[src/rtl/acc_core_pkg.sv]
package acc_core_pkg;

  localparam int PC_W    = 7;
  localparam int INSTR_W = 8;
  localparam int IMM_W   = 4;

  typedef logic [PC_W-1:0]    pc_t;
  typedef logic [INSTR_W-1:0] instr_t;

  // bits [6:4] of a word whose bit 7 is clear
  typedef enum logic [2:0] {
    OP_LDM  = 3'd0,
    OP_STM  = 3'd1,
    OP_LDI  = 3'd2,
    OP_ADD  = 3'd3,
    OP_NAND = 3'd4,
    OP_XOR  = 3'd5,
    OP_IO   = 3'd6,
    OP_LDB  = 3'd7
  } op_e;

  typedef enum logic [1:0] {
    ALU_ADD  = 2'd0,
    ALU_NAND = 2'd1,
    ALU_XOR  = 2'd2
  } alu_fn_e;

  typedef enum logic [2:0] {
    ACC_HOLD = 3'd0,
    ACC_MEM  = 3'd1,
    ACC_IMM  = 3'd2,
    ACC_ALU  = 3'd3,
    ACC_IN   = 3'd4,
    ACC_BYTE = 3'd5
  } acc_src_e;

  typedef struct packed {
    acc_src_e acc_src;
    alu_fn_e  alu_fn;
    logic     mem_we;
    logic     out_we;
    logic     is_branch;
    logic     is_in;
    logic     ldb_start;
  } ctl_t;

  function automatic logic word_is_branch(instr_t w);
    return w[INSTR_W-1];
  endfunction

  function automatic op_e word_op(instr_t w);
    return op_e'(w[6:4]);
  endfunction

  function automatic pc_t word_target(instr_t w);
    return w[PC_W-1:0];
  endfunction

  function automatic logic [IMM_W-1:0] word_field(instr_t w);
    return w[IMM_W-1:0];
  endfunction

endpackage

[src/rtl/acc_core_decode.sv]
module acc_core_decode
  import acc_core_pkg::*;
#(
  parameter bit HAS_LDB = 1'b0
) (
  input  instr_t instr_i,
  input  logic   ldb_pend_i,
  output ctl_t   ctl_o
);

  always_comb begin
    ctl_o         = '0;
    ctl_o.acc_src = ACC_HOLD;
    ctl_o.alu_fn  = ALU_ADD;
    if (ldb_pend_i) begin
      // literal word of a byte load: never executed as an instruction
      ctl_o.acc_src = ACC_BYTE;
    end else if (word_is_branch(instr_i)) begin
      ctl_o.is_branch = 1'b1;
    end else begin
      unique case (word_op(instr_i))
        OP_LDM:  ctl_o.acc_src = ACC_MEM;
        OP_STM:  ctl_o.mem_we  = 1'b1;
        OP_LDI:  ctl_o.acc_src = ACC_IMM;
        OP_ADD: begin
          ctl_o.acc_src = ACC_ALU;
          ctl_o.alu_fn  = ALU_ADD;
        end
        OP_NAND: begin
          ctl_o.acc_src = ACC_ALU;
          ctl_o.alu_fn  = ALU_NAND;
        end
        OP_XOR: begin
          ctl_o.acc_src = ACC_ALU;
          ctl_o.alu_fn  = ALU_XOR;
        end
        OP_IO: begin
          if (instr_i[0]) begin
            ctl_o.acc_src = ACC_IN;
            ctl_o.is_in   = 1'b1;
          end else begin
            ctl_o.out_we = 1'b1;
          end
        end
        OP_LDB:  ctl_o.ldb_start = HAS_LDB;
      endcase
    end
  end

endmodule

[src/rtl/acc_core_alu.sv]
module acc_core_alu
  import acc_core_pkg::*;
#(
  parameter int W = 4
) (
  input  logic [W-1:0] a_i,
  input  logic [W-1:0] b_i,
  input  alu_fn_e      fn_i,
  output logic [W-1:0] y_o
);

  function automatic logic [W-1:0] f_add(logic [W-1:0] a, logic [W-1:0] b);
    return a + b;
  endfunction

  function automatic logic [W-1:0] f_nand(logic [W-1:0] a, logic [W-1:0] b);
    return ~(a & b);
  endfunction

  function automatic logic [W-1:0] f_xor(logic [W-1:0] a, logic [W-1:0] b);
    return a ^ b;
  endfunction

  always_comb begin
    unique case (fn_i)
      ALU_ADD:  y_o = f_add(a_i, b_i);
      ALU_NAND: y_o = f_nand(a_i, b_i);
      ALU_XOR:  y_o = f_xor(a_i, b_i);
      default:  y_o = a_i;
    endcase
  end

endmodule

[src/rtl/acc_core_dmem.sv]
module acc_core_dmem #(
  parameter  int W     = 4,
  parameter  int DEPTH = 8,
  localparam int AW    = (DEPTH > 1) ? $clog2(DEPTH) : 1
) (
  input  logic          clk,
  input  logic          we_i,
  input  logic [AW-1:0] addr_i,
  input  logic [W-1:0]  wdata_i,
  output logic [W-1:0]  rdata_o
);

  logic [DEPTH-1:0][W-1:0] words;

  for (genvar g = 0; g < DEPTH; g++) begin : g_word
    logic [W-1:0] word_q;
    always_ff @(posedge clk) begin
      if (we_i && (addr_i == AW'(g))) begin
        word_q <= wdata_i;
      end
    end
    assign words[g] = word_q;
  end

  assign rdata_o = words[addr_i];

endmodule

[src/rtl/acc_core_pc.sv]
module acc_core_pc
  import acc_core_pkg::*;
(
  input  logic clk,
  input  logic rst,
  input  logic take_i,
  input  pc_t  target_i,
  output pc_t  pc_o
);

  pc_t pc_q;

  always_ff @(posedge clk) begin
    if (rst) begin
      pc_q <= '0;
    end else if (take_i) begin
      pc_q <= target_i;
    end else begin
      pc_q <= pc_q + pc_t'(1);
    end
  end

  assign pc_o = pc_q;

endmodule

[src/rtl/acc_core.sv]
module acc_core
  import acc_core_pkg::*;
#(
  parameter  int DATA_W  = 4,
  localparam int DEPTH   = (DATA_W == 8) ? 4 : 8,
  localparam int AW      = $clog2(DEPTH),
  localparam bit HAS_LDB = (DATA_W == 8)
) (
  input  logic              clk,
  input  logic              rst,
  output logic [PC_W-1:0]   imem_addr_o,
  input  logic [INSTR_W-1:0] imem_data_i,
  input  logic [DATA_W-1:0] in_port_i,
  output logic [DATA_W-1:0] out_port_o
);

  ctl_t              ctl;
  logic [DATA_W-1:0] acc_q;
  logic [DATA_W-1:0] acc_d;
  logic [DATA_W-1:0] out_q;
  logic              ldb_pend_q;
  logic [DATA_W-1:0] mem_rdata;
  logic [DATA_W-1:0] alu_y;
  logic [DATA_W-1:0] imm_nibble;
  logic [DATA_W-1:0] imm_byte;
  logic [AW-1:0]     mem_addr;
  logic              acc_zero;
  logic              branch_taken;
  logic              out_we;
  logic              is_in;
  pc_t               pc;

  // named events for the checker
  assign out_we       = ctl.out_we;
  assign is_in        = ctl.is_in;
  assign acc_zero     = (acc_q == '0);
  assign branch_taken = ctl.is_branch & acc_zero;

  assign mem_addr   = imem_data_i[AW-1:0];
  assign imm_nibble = DATA_W'(word_field(imem_data_i));
  assign imm_byte   = imem_data_i[DATA_W-1:0];

  acc_core_decode #(
    .HAS_LDB (HAS_LDB)
  ) u_decode (
    .instr_i    (imem_data_i),
    .ldb_pend_i (ldb_pend_q),
    .ctl_o      (ctl)
  );

  acc_core_pc u_pc (
    .clk      (clk),
    .rst      (rst),
    .take_i   (branch_taken),
    .target_i (word_target(imem_data_i)),
    .pc_o     (pc)
  );

  acc_core_dmem #(
    .W     (DATA_W),
    .DEPTH (DEPTH)
  ) u_dmem (
    .clk     (clk),
    .we_i    (ctl.mem_we),
    .addr_i  (mem_addr),
    .wdata_i (acc_q),
    .rdata_o (mem_rdata)
  );

  acc_core_alu #(
    .W (DATA_W)
  ) u_alu (
    .a_i  (acc_q),
    .b_i  (mem_rdata),
    .fn_i (ctl.alu_fn),
    .y_o  (alu_y)
  );

  always_comb begin
    unique case (ctl.acc_src)
      ACC_MEM:  acc_d = mem_rdata;
      ACC_IMM:  acc_d = imm_nibble;
      ACC_ALU:  acc_d = alu_y;
      ACC_IN:   acc_d = in_port_i;
      ACC_BYTE: acc_d = imm_byte;
      default:  acc_d = acc_q;
    endcase
  end

  always_ff @(posedge clk) begin
    if (rst) begin
      acc_q      <= '0;
      out_q      <= '0;
      ldb_pend_q <= 1'b0;
    end else begin
      acc_q      <= acc_d;
      ldb_pend_q <= ctl.ldb_start;
      if (out_we) begin
        out_q <= acc_q;
      end
    end
  end

  assign imem_addr_o = pc;
  assign out_port_o  = out_q;

endmodule

[config.mk]
export PLATFORM = sky130hd
export DESIGN_NAME = acc_core
export DESIGN_NICKNAME = d
export VERILOG_FILES = /design/src/rtl/acc_core_pkg.sv /design/src/rtl/acc_core_decode.sv /design/src/rtl/acc_core_alu.sv /design/src/rtl/acc_core_dmem.sv /design/src/rtl/acc_core_pc.sv /design/src/rtl/acc_core.sv
export SDC_FILE = /design/constraint.sdc
export NUM_CORES = 1
export LEC_CHECK = 0
export BUFFER_PORTS_ARGS = -buffer_cell sky130_fd_sc_hd__buf_2
export CORE_ASPECT_RATIO = 0.75
export CORE_MARGIN = 4
export CORE_UTILIZATION = 58
export CTS_CLUSTER_SIZE = 25
export DETAILED_ROUTE_END_ITERATION = 10
export PLACE_DENSITY = 0.8
export SYNTH_ARGS = -nofsm -noshare
export SYNTH_HDL_FRONTEND = slang
export SYNTH_SLANG_ARGS = --single-unit
export TNS_END_PERCENT = 1
[constraint.sdc]
create_clock -name clk -period 2.63 [get_ports clk]
set_input_delay 0.1315 -clock clk [delete_from_list [all_inputs] [get_ports clk]]
set_output_delay 0.1315 -clock clk [all_outputs]
set_load 0.05 [all_outputs]
==> results of run 1 <==
-- worst paths after layout --
path,start,depth (start not counted),slack [ns],end
max,u_dmem.g_word[6].word_q[1],10,0.11,acc_q[2]
max reg2reg,u_dmem.g_word[6].word_q[1],10,0.11,acc_q[2]
min reg2reg,out_port_o[1],2,0.50,out_port_o[1]
min,imem_data_i[3],3,0.15,u_pc.pc_o[3]
-- per-layer routing --
layer  track usage  routed length [um]  vias up
li1              -                   -      901
met1         0.304                2630      865
met2         0.297                2340       38
met3        0.0476                 283        5
met4        0.0422                  38        0
met5             0                   0        -
-- flip-flops by register name, summed over array words and instances, names as in the netlist --
register,count
acc_q,4
out_port_o,4
u_dmem.g_word.word_q,32
u_pc.pc_o,7
-- cell usage after synthesis, drive strengths merged, types with 3 or more instances --
cell type and number:
clkbuf 5, nand2b 9, nor3b 3, mux2i 11, edfxtp 32, nor2 30, buf 10, dfxtp 15
nor3 5, mux2 3, inv 9, xnor2 3, a21oi 8, nand3b 4, nand2 15, a211oi 11
nand3 8, ha 8, o21ai 5
-- critical path, delay by kind of cell, from the launching register on --
kind	cells	cell delay [ns]
buffers and inverters	1	0.10
adder cells (fa/ha/maj)	1	0.35
multiplexers	1	0.28
AO/OA/AOI/OAI	4	0.93
flip-flops	1	0.34
AND/OR/NAND/NOR	3	0.40
-- repair_timing --
| action | in CTS | in global routing |
|---|---|---|
| setup buffers | 0 | 1 |
| pin swaps | 0 | 5 |
| setup endpoints to repair | 2 | 2 |
| resized for setup | 2 | 4 |
| endpoints found under the hold margin | 0 | 0 |
-- area by class of cell --
type                    count  area (um2)  share of cell area
well taps                  55        68.8              0.0241
multi-input cells         159        1140               0.402
flip-flops and latches     47        1260               0.442
clock buffers               7         108              0.0378
inverters                   9        33.8              0.0119
clock inverters             1        8.76             0.00307
repair buffers             38         225              0.0790
-- metrics by stage --
stage / instance area (um2) / std cells / util / setup TNS [ns]
finish: 2850 / 316 / 0.690 / 0
global route: 2850 / 316 / 0.690 / -0.0123
CTS: 2830 / 315 / 0.684 / -0.0197
detailed placement: 2700 / 307 / 0.655 / -0.262
global placement: 2700 / 307 / 0.655 / -0.0985
floorplan: 2520 / 230 / - / 0
-- logic make-up after synthesis --
family | Yosys count
and+or+nand+nor | 87
DFF | 47
AOI/OAI and AO/OA | 42
buffers and inverters | 24
muxes | 16
adders and majority gates | 9
xor gates and xnor gates | 5
-- power by group through the flow --
stage	Combinational [mW]	Clock [mW]	Sequential (mW)
2_1_floorplan	0.165	0	0.907
3_3_place_gp	0.296	0	0.847
3_5_place_dp	0.301	0	0.849
4_1_cts	0.304	0.532	0.832
5_1_grt	0.342	0.564	0.835
6_report	0.315	0.525	0.832
==> out/qor.txt, run 1 <==
clock root cell = clkbuf_8
hold_buf cts = 0
number of I/O port buffers = 24
DRT Pass-1 Iters = 4
# diodes = 0
die area = 5480 um2
Synth Area in Compound Gates = 0.126
Critical Path RT = 2.81 ns
Avg Cell Area, Syn = 11.0 um2
Critical Path Sink Type = flop
Core ar. = 4130 um2
PwrDens = 587 nW/um2
Yosys top cell area share = 0.381
Cells after Synth = 230
syn nets = 253
most frequent cells in the layout = edfxtp_1 (32), nor2_1 (30), buf_2 (24), nand2_1 (15), dfxtp_1 (15)
Tcrit/Tclk final = 0.959
DP Worst Slack = -0.167 ns
final setup violation count = 0
Max-Cap Viols = 0
Crit Path Class = reg2reg
antenna violations before repair = 0
Seq pwr share = 0.498
final wirelength = 5290 um
Synth Flop Type = edfxtp_1
clock buffer depth = 2
top post-synthesis cells by area = edfxtp_1 (38%), dfxtp_1 (12%), nor2_1 (4.5%), mux2i_1 (4.4%), ha_1 (4.0%)
CP Max Fanout = 3
Yosys warnings = 0
Comb pwr share = 0.189
worst skew pair latency = 0.30 ns
largest family of logic cells by synthesized area = simple AND/OR/NAND/NOR gates
Post-DP HPWL = 3820 um
Max Fclk = 396 MHz
Sw Ratio = 0.279
WL/cell = 16.7 um
library cells used by synthesis = 53
fill count = 312
Routed Antenna Nets = 0
synthesis-stage register bit count = 47
GP Congestion = 0.858
# H-tree levels = 2
clock skew = 0.00344 ns
FP Rows = 20
grt ovf = 0
DRC Markers = 0
clk slew on worst S/H paths = 0.09 ns
area delta synth->final = 12.9%
CP most frequent cell = a211oi_2
Chip Height = 65.1 um
first-pass GRT wire length = 8730 um
Slew headroom = 0.601
Worst VDD drop = 511 uV
Hold Crit Class = in2reg
vias post-DR = 1809
mux cell area share after synthesis = 0.0793
CTS tree = built
die span in x = 84.2 um
startpoint types = flop
max incr delay on CP = 0.35 ns
Final Slew Violations = 0
post-layout min period = 2.52 ns
IO Pins = 25
Synth Area in XOR/XNOR = 0.0173
Static Leak = 1.13 nW
Synth Area in Simple Gates = 0.173
share of layout cells above drive strength 1 = 0.230
RSZ-0062 raised after global routing = yes
Initial Utilization = 0.612
CTS Buf Count = 5
vias in the first global route = 1728
largest net degree at the start of global routing = 17
drt initial violations = 142
Clk pwr share = 0.314
GRT Overall Usage = 0.202
post-synthesis adder-cell area fraction = 0.0476
outcome = finished clean
worst slew pin tran = 0.593 ns
CP Cell Sequence = and4bb_2 -> a31o_1 -> a211oi_2 -> inv_1 -> fa_2 -> mux2_2 -> a211oi_2 -> nor2_1 -> a2111oi_2 -> nor3_1
post-layout net count = 283
commonest non-fill, non-tap cell in the layout = edfxtp_1
Worst Path Arrival = 2.70 ns
Pint = 1.21 mW
Final Worst Setup Slack = 0.107 ns
Post-synth EDFFs = 32
CP max-delay cell = fa_2
sequential area share after synthesis = 0.500
Pwr Total = 1.67 mW
Synth area leader = edfxtp_1
final-report hold violation count = 0
clk sinks = 47
hold slack = 0.147 ns
Post-Syn Area = 2520 um2
vias per inst = 5.72
ys async rst share = 0
P_sw = 466 uW
Note: power is estimated with default switching activity, not from simulation.
==> inputs of run 2 (changes only) <==
- MAX_ROUTING_LAYER: default -> met4
==> run 2 against run 1 <==
Net effect: via count is 1.3% higher; routed wire length is 0.81% higher; clock skew is 0.0021 ns higher; first-iteration DRC count is 12% higher; worst setup slack better by 0.0076 ns; critical endpoint unchanged; largest power group unchanged.
==> out/qor.txt, run 2 (synthesis results as in run 1) <==
IO Pins = 25
Tcrit/Tclk final = 0.957
WL/cell = 16.9 um
GP Congestion = 0.872
clock buffer depth = 2
clk sinks = 47
Static Leak = 1.13 nW
reg2reg path depth = 10
Critical Path RT = 2.81 ns
Worst VDD drop = 513 uV
vias per inst = 5.80
clock root cell = clkbuf_8
Max-Cap Viols = 0
CP Max Fanout = 3
Slew headroom = 0.602
CTS Buf Count = 5
RSZ-0062 raised after global routing = yes
grt ovf = 0
GRT Overall Usage = 0.208
die area = 5480 um2
worst skew pair latency = 0.30 ns
Crit Reg-Reg Endpoint = acc_q[2]
most frequent cells in the layout = edfxtp_1 (32), nor2_1 (30), buf_2 (24), nand2_1 (15), dfxtp_1 (15)
r2r setup slk = 0.11 ns
post-layout min period = 2.52 ns
clock skew = 0.00557 ns
Critical Path Sink Type = flop
Routed Antenna Nets = 0
Most flops, register = u_dmem.g_word.word_q
Hold Crit Class = in2reg
Worst Path Arrival = 2.70 ns
final wirelength = 5330 um
fill count = 312
Pwr Total = 1.68 mW
CTS tree = built
outcome = finished clean
die span in x = 84.2 um
DRT Pass-1 Iters = 5
commonest non-fill, non-tap cell in the layout = edfxtp_1
worst slew pin tran = 0.593 ns
max incr delay on CP = 0.35 ns
startpoint types = flop
CP most frequent cell = a211oi_2
vias in the first global route = 1725
Critical Path End = acc_q[2]
vias post-DR = 1833
Chip Height = 65.1 um
first-pass GRT wire length = 8740 um
WHS Path Cells = 3
# H-tree levels = 2
Crit Path Class = reg2reg
largest net degree at the start of global routing = 17
Final Slew Violations = 0
antenna violations before repair = 0
Post-DP HPWL = 3820 um
# diodes = 0
final-report hold violation count = 0
FP Rows = 20
drt initial violations = 159
hold slack = 0.142 ns
DRC Markers = 0
Core ar. = 4130 um2
crit path from = u_dmem.g_word[6].word_q[1]
CP max-delay cell = fa_2
CP Cell Sequence = and4bb_2 -> a31o_1 -> a211oi_2 -> inv_1 -> fa_2 -> mux2_2 -> a211oi_2 -> nor2_1 -> a2111oi_2 -> nor3_1
share of layout cells above drive strength 1 = 0.230
area delta synth->final = 12.9%
final setup violation count = 0
PwrDens = 588 nW/um2
worst r2r src = u_dmem.g_word[6].word_q[1]
clk slew on worst S/H paths = 0.09 ns
Max Fclk = 397 MHz
max reg flops = 32
number of I/O port buffers = 24
Initial Utilization = 0.612
post-layout net count = 283
-- run 2: layout make-up --
type,count,area [um2],share of cell area
clock buffers,7,108,0.0378
clock inverters,1,8.76,0.00307
inverters,9,33.8,0.0119
multi-input cells,159,1140,0.402
flip-flops and latches,47,1260,0.442
well taps,55,68.8,0.0241
repair buffers,38,225,0.0790
-- run 2: how the worst min path moves through the flow --
| stage | end | slack, ns | start |
|---|---|---|---|
| 2_1_floorplan | u_pc.pc_o[3] | 0.31 | imem_data_i[3] |
| 3_3_place_gp | u_pc.pc_o[3] | 0.45 | imem_data_i[3] |
| 3_5_place_dp | u_pc.pc_o[3] | 0.46 | imem_data_i[3] |
| 4_1_cts | u_pc.pc_o[3] | 0.13 | imem_data_i[3] |
| 5_1_grt | u_pc.pc_o[3] | 0.15 | imem_data_i[3] |
| 6_report | u_pc.pc_o[3] | 0.14 | imem_data_i[3] |
-- run 2: timing repair --
action,4_1_cts,5_1_grt
endpoints found under the setup margin,2,2
pin swaps,0,5
hold endpoints to repair,0,0
gates cloned,0,0
resized for setup,2,4
setup buffers,0,1
hold buffers,0,0
-- run 2: worst max-delay path, delay by kind of cell, from the launching register on --
| kind | cells | cell delay (ns) |
|---|---|---|
| AOI/OAI and AO/OA | 4 | 0.94 |
| and+or+nand+nor | 3 | 0.40 |
| adders and majority gates | 1 | 0.35 |
| DFF | 1 | 0.34 |
| muxes | 1 | 0.28 |
| buffers and inverters | 1 | 0.10 |
-- run 2: stage by stage --
stage	std cells	cell area, um2	util	setup slack, ns	setup TNS (ns)
5_1_grt	316	2850	0.690	-0.0123	-0.0123
2_1_floorplan	230	2520	-	0.214	0
6_report	316	2850	0.690	0.114	0
3_5_place_dp	307	2700	0.655	-0.167	-0.262
4_1_cts	315	2830	0.684	-0.0197	-0.0197
3_3_place_gp	307	2700	0.655	-0.0985	-0.0985
-- run 2: power by group --
| group | leakage [nW] | internal, mW | switching (mW) | total [mW] |
|---|---|---|---|---|
| logic | 0.651 | 0.117 | 0.199 | 0.316 |
| registers | 0.417 | 0.814 | 0.0176 | 0.832 |
| clock network | 0.0600 | 0.275 | 0.254 | 0.529 |
| total | 1.13 | 1.21 | 0.471 | 1.68 |
-- run 2: routing by layer --
layer	global-route usage	vias up	wire length [um]
met4	0.0422	0	29
li1	-	900	-
met3	0.0476	4	384
met2	0.297	57	2330
met1	0.305	872	2590
met5	-	-	0
==> inputs of run 3 (changes only) <==
- CORE_UTILIZATION: 58 -> 53
- PLACE_DENSITY: 0.8 -> 0.78
- SLEW_MARGIN: default -> 40
- clock period: 2.63 -> 2.16 ns (I/O delays scaled with it)
==> run 3 against run 2 <==
Net effect: largest cell class unchanged; cell area is 4.7% higher; utilization is 3.0 points lower; first-iteration DRC count is 23% higher; the run now ends with setup timing left; combinational power is 34% higher; register-to-register slack worse by 0.36 ns; clock power is 2% lower; critical path depth stayed put.
==> out/qor.txt, run 3 (synthesis results as in run 1) <==
Critical Path RT = 2.37 ns
grt ovf = 0
clock skew = 0.0134 ns
DRC Markers = 0
PwrDens = 655 nW/um2
area of the multi-input gates = 1170 um2
max reg flops = 32
Worst Hold End = u_pc.pc_o[3]
Finished Core Util = 0.661
die span in x = 87.7 um
Worst Path Arrival = 2.61 ns
Final Worst Setup Slack = -0.247 ns
Core ar. = 4520 um2
Final Slew Violations = 0
antenna violations before repair = 0
Chip Height = 67.8 um
setup_tns = -0.620 ns
most used routing layer = met2
RSZ-0062 raised after global routing = yes
Worst VDD drop = 507 uV
Routed Antenna Nets = 0
FP Rows = 21
WL/cell = 16.6 um
Crit Path Class = reg2reg
Most flops, register = u_dmem.g_word.word_q
WHS Path Cells = 3
# H-tree levels = 2
M1 GR Usage = 0.301
r2r setup slk = -0.25 ns
drt initial violations = 196
CP Max Fanout = 2
area delta synth->final = 18.2%
Max Fclk = 416 MHz
post-layout net count = 301
clock root cell = clkbuf_8
reg2reg path depth = 10
Max-Cap Viols = 0
GRT Overall Usage = 0.217
clk slew on worst S/H paths = 0.09 ns
final wirelength = 5590 um
outcome = complete, but fails checks
Slew headroom = 0.616
met3 Resource Use GR = 0.0427
Static Leak = 1.21 nW
CTS tree = built
worst r2r src = u_dmem.g_word[0].word_q[1]
CTS Buf Count = 5
die area = 5940 um2
Pwr Total = 1.95 mW
IO Pins = 25
# diodes = 0
Critical Path Sink Type = flop
Hold Crit Class = in2reg
share of layout cells above drive strength 1 = 0.283
Tcrit/Tclk final = 1.11
final-report hold violation count = 0
startpoint types = flop
vias per inst = 5.76
worst skew pair latency = 0.31 ns
hold path start = imem_data_i[3]
worst slew pin tran = 0.572 ns
Post-DP HPWL = 4110 um
Initial Utilization = 0.559
failing checks = setup timing
post-layout min period = 2.41 ns
clock buffer depth = 2
most frequent cells in the layout = buf_4 (32), edfxtp_1 (32), nor2_1 (30), buf_2 (24)
Crit Reg-Reg Endpoint = acc_q[3]
GP Congestion = 0.877
first-pass GRT wire length = 9380 um
vias post-DR = 1934
number of I/O port buffers = 24
vias in the first global route = 1862
sequential cell area = 1260 um2
largest net degree at the start of global routing = 17
DRT Pass-1 Iters = 5
GR met2 Demand/Resource = 0.320
fill count = 355
clk sinks = 47
final setup violation count = 3
==> run 3: worst max-delay path by stage <==
| stage | end | start | slack (ns) |
|---|---|---|---|
| 2_1_floorplan | acc_q[2] | u_dmem.g_word[6].word_q[1] | -0.13 |
| 3_3_place_gp | acc_q[2] | imem_data_i[0] | -0.35 |
| 3_5_place_dp | acc_q[2] | imem_data_i[0] | -0.43 |
| 4_1_cts | acc_q[2] | u_dmem.g_word[6].word_q[1] | -0.20 |
| 5_1_grt | acc_q[2] | u_dmem.g_word[6].word_q[1] | -0.36 |
| 6_report | acc_q[3] | u_dmem.g_word[0].word_q[1] | -0.25 |
==> run 3: metal layers <==
metal | vias up | part of all wire
met3 | 10 | 0.068
met2 | 61 | 0.43
met5 | - | 0
met4 | 0 | 0.017
li1 | 938 | -
met1 | 925 | 0.49
==> run 3: metrics by stage <==
| step | hold WS, ns | cell area (um2) | cells | setup slack [ns] |
|---|---|---|---|---|
| after global routing | 0.163 | 2990 | 336 | -0.357 |
| after CTS | 0.103 | 2950 | 335 | -0.204 |
| final | 0.107 | 2990 | 336 | -0.247 |
| after floorplan | 0.291 | 2540 | 230 | -0.133 |
| after detailed placement | 0.424 | 2840 | 326 | -0.427 |
| after global placement | 0.423 | 2840 | 326 | -0.354 |
==> run 3: final cells by class <==
| type | instances | area share |
|---|---|---|
| Clock inverter | 2 | 0.00419 |
| Tap cell | 57 | 0.0239 |
| Multi-Input combinational cell | 159 | 0.393 |
| Inverter | 9 | 0.0113 |
| Timing Repair Buffer | 56 | 0.121 |
| Clock buffer | 6 | 0.0243 |
| Sequential cell | 47 | 0.422 |
==> run 3: worst max-delay path, cell delays in order, from the launching register on <==
cell	delay, ns
edfxtp_1	0.38
and2b_2	0.23
a2111oi_4	0.36
a211oi_2	0.08
buf_4	0.15
ha_1	0.29
a21oi_1	0.08
nand3b_1	0.17
a211oi_2	0.21
o221ai_1	0.14
a32o_1	0.21
==> run 3: power by group <==
part	internal, mW	switching, mW
clock	0.227	0.289
combinational	0.172	0.253
sequential	0.992	0.0227
==> run 3: timing repair <==
item,in CTS,in global routing
hold buffers,0,0
setup endpoints to repair,3,4
gates resized for setup,4,4
setup buffers,1,1
pin swaps,5,1
endpoints found under the hold margin,0,0
